## src/rtl/idle_state_coord.sv

```systemverilog
module idle_state_coord #(
  parameter int NCORE = 2,
  parameter int NTHR  = 2,
  parameter int RES_W = 12
) (
  input  logic                    clk,
  input  logic                    rst_n,
  input  logic [NCORE*NTHR*3-1:0] thr_req,
  input  logic [NCORE*NTHR-1:0]   thr_wake,
  input  logic                    c1e_en,
  input  logic                    dem_to_c3_en,
  input  logic                    dem_to_c1_en,
  input  logic [RES_W-1:0]        res_thresh,
  input  logic                    plat_deep_ok,
  output logic [NCORE*3-1:0]      core_state,
  output logic [2:0]              pkg_state,
  output logic                    c1e_active
);
  localparam int NT = NCORE * NTHR;
  localparam logic [RES_W-1:0] CNT_MAX = '1;

  function automatic logic [2:0] legal(input logic [2:0] c);
    case (c)
      3'd0:             legal = 3'd0;
      3'd1, 3'd2:       legal = 3'd1;
      3'd3, 3'd4, 3'd5: legal = 3'd3;
      default:          legal = 3'd6;
    endcase
  endfunction

  logic [2:0]       thr_st [NT];
  logic [2:0]       thr_nx [NT];
  logic [2:0]       core_st [NCORE];
  logic [2:0]       core_nx [NCORE];
  logic [2:0]       core_tgt [NCORE];
  logic [RES_W-1:0] res_cnt [NCORE];
  logic             hist [NCORE];
  logic             all_idle;
  logic [2:0]       pkg_min;

  always_comb begin
    for (int i = 0; i < NT; i++) begin
      if (thr_wake[i])                       thr_nx[i] = 3'd0;
      else if (thr_st[i] == 3'd0)            thr_nx[i] = legal(thr_req[3*i +: 3]);
      else if (legal(thr_req[3*i +: 3]) == 3'd0) thr_nx[i] = 3'd0;
      else                                   thr_nx[i] = thr_st[i];
    end
  end

  always_comb begin
    for (int c = 0; c < NCORE; c++) begin
      core_tgt[c] = 3'd7;
      for (int t = 0; t < NTHR; t++)
        if (thr_nx[c*NTHR+t] < core_tgt[c]) core_tgt[c] = thr_nx[c*NTHR+t];
      if (core_tgt[c] == 3'd0)                        core_nx[c] = 3'd0;
      else if (core_st[c] != 3'd0)                    core_nx[c] = core_st[c];
      else if (hist[c])                               core_nx[c] = core_tgt[c];
      else if (dem_to_c1_en && core_tgt[c] >= 3'd3)   core_nx[c] = 3'd1;
      else if (dem_to_c3_en && core_tgt[c] == 3'd6)   core_nx[c] = 3'd3;
      else                                            core_nx[c] = core_tgt[c];
    end
  end

  always_ff @(posedge clk or negedge rst_n) begin
    if (!rst_n) begin
      for (int i = 0; i < NT; i++) thr_st[i] <= 3'd0;
      for (int c = 0; c < NCORE; c++) begin
        core_st[c] <= 3'd0;
        res_cnt[c] <= '0;
        hist[c]    <= 1'b0;
      end
    end else begin
      for (int i = 0; i < NT; i++) thr_st[i] <= thr_nx[i];
      for (int c = 0; c < NCORE; c++) begin
        core_st[c] <= core_nx[c];
        if (core_st[c] != 3'd0) begin
          if (core_nx[c] == 3'd0) begin
            hist[c]    <= (res_cnt[c] >= res_thresh);
            res_cnt[c] <= '0;
          end else if (res_cnt[c] != CNT_MAX) begin
            res_cnt[c] <= res_cnt[c] + 1'b1;
          end
        end
      end
    end
  end

  always_comb begin
    all_idle = 1'b1;
    pkg_min  = 3'd7;
    for (int c = 0; c < NCORE; c++) begin
      if (core_st[c] == 3'd0) all_idle = 1'b0;
      if (core_st[c] < pkg_min) pkg_min = core_st[c];
    end
  end

  assign c1e_active = c1e_en & all_idle;

  always_comb begin
    for (int c = 0; c < NCORE; c++)
      core_state[3*c +: 3] = (core_st[c] == 3'd1 && c1e_active) ? 3'd2 : core_st[c];
    if (pkg_min == 3'd0)                        pkg_state = 3'd0;
    else if (pkg_min >= 3'd3 && plat_deep_ok)   pkg_state = pkg_min;
    else                                        pkg_state = c1e_active ? 3'd2 : 3'd1;
  end

  genvar gt, gc, gk;
  generate
    for (gt = 0; gt < NT; gt++) begin : g_thr_chk
      p_thr_via_c0_r2: assert property (@(posedge clk) disable iff (!rst_n)
        (thr_st[gt] != 3'd0) |=> (thr_st[gt] == $past(thr_st[gt]) || thr_st[gt] == 3'd0));
      p_wake_r3: assert property (@(posedge clk) disable iff (!rst_n)
        thr_wake[gt] |=> (thr_st[gt] == 3'd0 && core_st[gt/NTHR] == 3'd0));
    end
    for (gc = 0; gc < NCORE; gc++) begin : g_core_chk
      p_core_via_c0_r5: assert property (@(posedge clk) disable iff (!rst_n)
        (core_st[gc] != 3'd0) |=> (core_st[gc] == $past(core_st[gc]) || core_st[gc] == 3'd0));
      for (gk = 0; gk < NTHR; gk++) begin : g_shallow
        p_core_shallow_r4: assert property (@(posedge clk) disable iff (!rst_n)
          core_st[gc] <= thr_st[gc*NTHR+gk]);
      end
    end
  endgenerate

  p_pkg_perm_r7: assert property (@(posedge clk) disable iff (!rst_n)
    !plat_deep_ok |-> (pkg_state < 3'd3));
  p_c1e_r8: assert property (@(posedge clk) disable iff (!rst_n)
    c1e_active |-> (pkg_state != 3'd0 && c1e_en));
endmodule

```

## config.mk

```make
export PLATFORM = sky130hd
export DESIGN_NAME = idle_state_coord
export DESIGN_NICKNAME = d
export VERILOG_FILES = /design/src/rtl/idle_state_coord.sv
export SDC_FILE = /design/constraint.sdc
export NUM_CORES = 1
export LEC_CHECK = 0
export BUFFER_PORTS_ARGS = -buffer_cell sky130_fd_sc_hd__buf_2
export CAP_MARGIN = 20
export CORE_ASPECT_RATIO = 1.1
export CORE_MARGIN = 10
export CORE_UTILIZATION = 35
export CTS_BUF_LIST = sky130_fd_sc_hd__clkbuf_8
export DETAILED_ROUTE_END_ITERATION = 8
export HOLD_SLACK_MARGIN = 0.08
export PLACE_DENSITY = 0.59
export SYNTH_ARGS = -nofsm -noshare
export SYNTH_HDL_FRONTEND = slang
export SYNTH_SLANG_ARGS = --single-unit
```

## constraint.sdc

```tcl
create_clock -name clk -period 8.7 [get_ports clk]
set_input_delay 1.74 -clock clk [delete_from_list [all_inputs] [get_ports clk]]
set_output_delay 1.74 -clock clk [all_outputs]
set_load 0.02 [all_outputs]
```

==> flow_summary.json <==
{
  "outcome": "finished, final reports clean",
  "endpoint_of_the_worst_hold_timing_path": "res_cnt[0]",
  "power.leakage_nw": 1.92,
  "cts_tree": "built",
  "totalWireLength_um": 8180,
  "ys_warn_count": 0,
  "finalPower_uw": 771,
  "path_delay_family": "simple AND/OR/NAND/NOR gates",
  "critPathCaptureType": "output port",
  "timing_max_transition_violations_final": 0,
  "holdCritPathClass": "flop to flop",
  "clockBufferDepth": 2,
  "met1Wirelength_um": 3840,
  "hold_path.startpoint": "res_cnt[0]",
  "critPathMostFrequentCell": "buf_2",
  "grt_remaining_overflow": 0,
  "slew_headroom_pct": 46.6,
  "path_cells": "buf_2 -> nand2_1 -> nor2_1 -> a31oi_1 -> a21oi_1 -> buf_2",
  "grt_util_all_layers_pct": 12.0,
  "top_layer_used": "met4",
  "drt_iter0_drc": 122,
  "cap_viol_max_count": 0,
  "min_period_over_period_pct": 48.5,
  "synth.net_count": 455,
  "sequential_fraction_of_the_synthesis_area_pct": 32.5,
  "cpPeakStageDelay_ns": 0.21,
  "crit_buf_inv": 2,
  "worstPathRequired_ns": 6.96,
  "detailroute.wirelength.met3_um": 493,
  "ant_nets": 0,
  "r2r-end": "core_st[2]",
  "wl_met2_um": 3740,
  "drt_pass1_iterations": 4,
  "clock_sinks": 44,
  "post-route-drc-count": 0,
  "port_buffers": 43,
  "critPathMaxFanout": 4,
  "avgRoutedWirePerCell_um": 14.9,
  "synth_area_leaders": "dfrtp_1 (32%), ha_1 (13%), nor2_1 (4.8%)",
  "report.final.hold_viol_count": 0,
  "worst-r2r-cell-count": 10,
  "finalWorstPathRequiredPeriod_ns": 4.22,
  "syn_avg_cell_area_um2": 8.79,
  "mappedNetlistArea_um2": 3390,
  "grt_start_max_net_pins": 45,
  "rsz0062_at_grt": "no",
  "register_to_register_setup_slack_ns": 5.62,
  "fin_setup_tns_ns": 0,
  "num_rows": 37,
  "initial_core_util_pct": 36.1,
  "area_growth_pct": 13.9,
  "finalWeightedCongestion": 0.840,
  "yosys_register_bits": 44,
  "yosys_most_used_dff": "dfrtp_1",
  "vdd_ir_drop_max_uv": 77.1,
  "ys_async_sr_fraction_pct": 100,
  "worst_setup_hold_path_clk_slew_ns": 0.08,
  "floorplan.die.width_um": 114,
  "finalSetupViolCount": 0,
  "grt_antenna_before_repair": 0,
  "worst-slew-pin-transition_ns": 0.796,
  "p_sw_share_pct": 41.6,
  "die_h_um": 123,
  "boundaryPins": 44,
  "cts_hold_buffers": 0,
  "comb_power_share_pct": 44.9,
  "tritoncts.num_buffers": 5,
  "synthDominantAreaCellType": "dfrtp_1",
  "first_global_vias": 2951,
  "nets": 502,
  "internal_power_uw": 450,
  "clk_root_buffer_cell": "clkbuf_8",
  "critPathLaunchType": "primary input",
  "edff_count_synth": 0,
  "detailedPlacementHpwl_um": 6450,
  "drive_above_1_share_pct": 15.7,
  "cts.repair_timing.setup_buffer_count": 0,
  "dr_total_vias": 2971,
  "achievable_freq_mhz": 237,
  "placeableCoreArea_um2": 9400,
  "layout_commonest_cell": "dfrtp_1",
  "r2r_start": "thr_st[5]",
  "cpMaxStageDelayCell": "nor2_1",
  "die-area_um2": 14000,
  "viasPerCell": 5.39,
  "antennaDiodeCount": 0,
  "post_synth_top_area_share_pct": 32.5,
  "clock_tree.htree_level_count": 2,
  "skew_ns": 0.00448,
  "post_cts_resized": 0,
  "worst-endpoint-arrival_ns": 2.48,
  "clock_power_share_pct": 20.4,
  "worstSetupPathType": "primary input to output port",
  "commonest_cells_after_routing_fill_and_taps_aside": "dfrtp_1 (44), nor2_1 (43), buf_2 (43)",
  "power-per-cell-area_nw_per_um2": 200,
  "whs_path_depth": 2,
  "worst_skew_pair.late_latency_ns": 0.31,
  "seq_power_share_pct": 34.6,
  "synth_cell_types": 59,
  "grt_first_pass_wirelength_um": 14100,
  "post_synth_inst_count": 386,
  "p_switching_uw": 321
}
## tightest hold or removal path: stages, from the launching register on
cell	delay (ns)
dfrtp_1	0.39
nand2_1	0.06
nand2_1	0.05
## worst max-delay path by stage
stage	startpoint	to	slack (ns)	cells past startpoint
2_1_floorplan	c1e_en	pkg_state[1]	4.34	4
3_3_place_gp	thr_req[1]	hist[1]	4.32	13
3_5_place_dp	thr_req[1]	hist[1]	4.21	13
4_1_cts	c1e_en	pkg_state[1]	4.48	6
5_1_grt	core_st[4]	pkg_state[0]	4.27	9
6_report	c1e_en	pkg_state[1]	4.48	6
## per-stage QoR
step | std cells | setup slack (ns) | utilization (%) | cell area, um^2 | hold slack [ns]
finish | 551 | 4.48 | 41.1 | 3860 | 0.533
global route | 551 | 4.27 | 41.1 | 3860 | 0.581
CTS | 550 | 4.48 | 40.9 | 3840 | 0.544
detailed placement | 542 | 4.21 | 39.8 | 3740 | 0.525
global placement | 542 | 4.32 | 39.8 | 3740 | 0.510
floorplan | 386 | 4.34 | - | 3390 | 0.484
## cells by family (layout without fill, tap and decap cells)
family	after synthesis	count (layout)	synth area share, %
AO/OA/AOI/OAI	101	101	22.3
XOR/XNOR	14	14	3.61
adder cells (fa/ha/maj)	37	37	13.5
buffers and inverters	40	88	4.57
flip-flops	44	44	32.5
multiplexers	5	5	1.59
AND/OR/NAND/NOR	145	145	21.9
## cells in the mapped netlist (6+ instances only)
master     n
ha_1      35
a21o_1    10
or3_1      7
inv_1     34
a21oi_1   14
nand3_1   13
o21ai_0   16
nand4_1    9
nand2b_1   6
nand2_1   32
xor2_1    10
o21a_1     9
nor2_1    43
dfrtp_1   44
a211o_1    6
nor3_1    17
## metal layers
metal / global-route usage (%) / vias to the layer above
met4: 3.29 / 0
met2: 19.6 / 57
met5: 0 / -
met3: 3.49 / 12
met1: 15.1 / 1408
li1: - / 1494
## power by group through the flow
stage	sequential [mW]	clock, mW	combinational (mW)
after global routing	0.272	0.174	0.393
final	0.267	0.157	0.347
after CTS	0.266	0.165	0.347
after global placement	0.269	0	0.336
after floorplan	0.261	0	0.258
after detailed placement	0.271	0	0.344
## sequential cells by signal, summed over array words and instances (netlist names)
register and count:
core_st 6, hist 2, thr_st 12, res_cnt 24
## cell type report
type	count	area (um^2)
tap	117	146
inverter	35	131
clock inverter	3	38.8
clock buffer	5	68.8
multi-input combinational	302	2140
sequential	44	1100
timing repair buffer	45	243
fill	941	5530
Note: power is estimated with default switching activity, not from simulation.
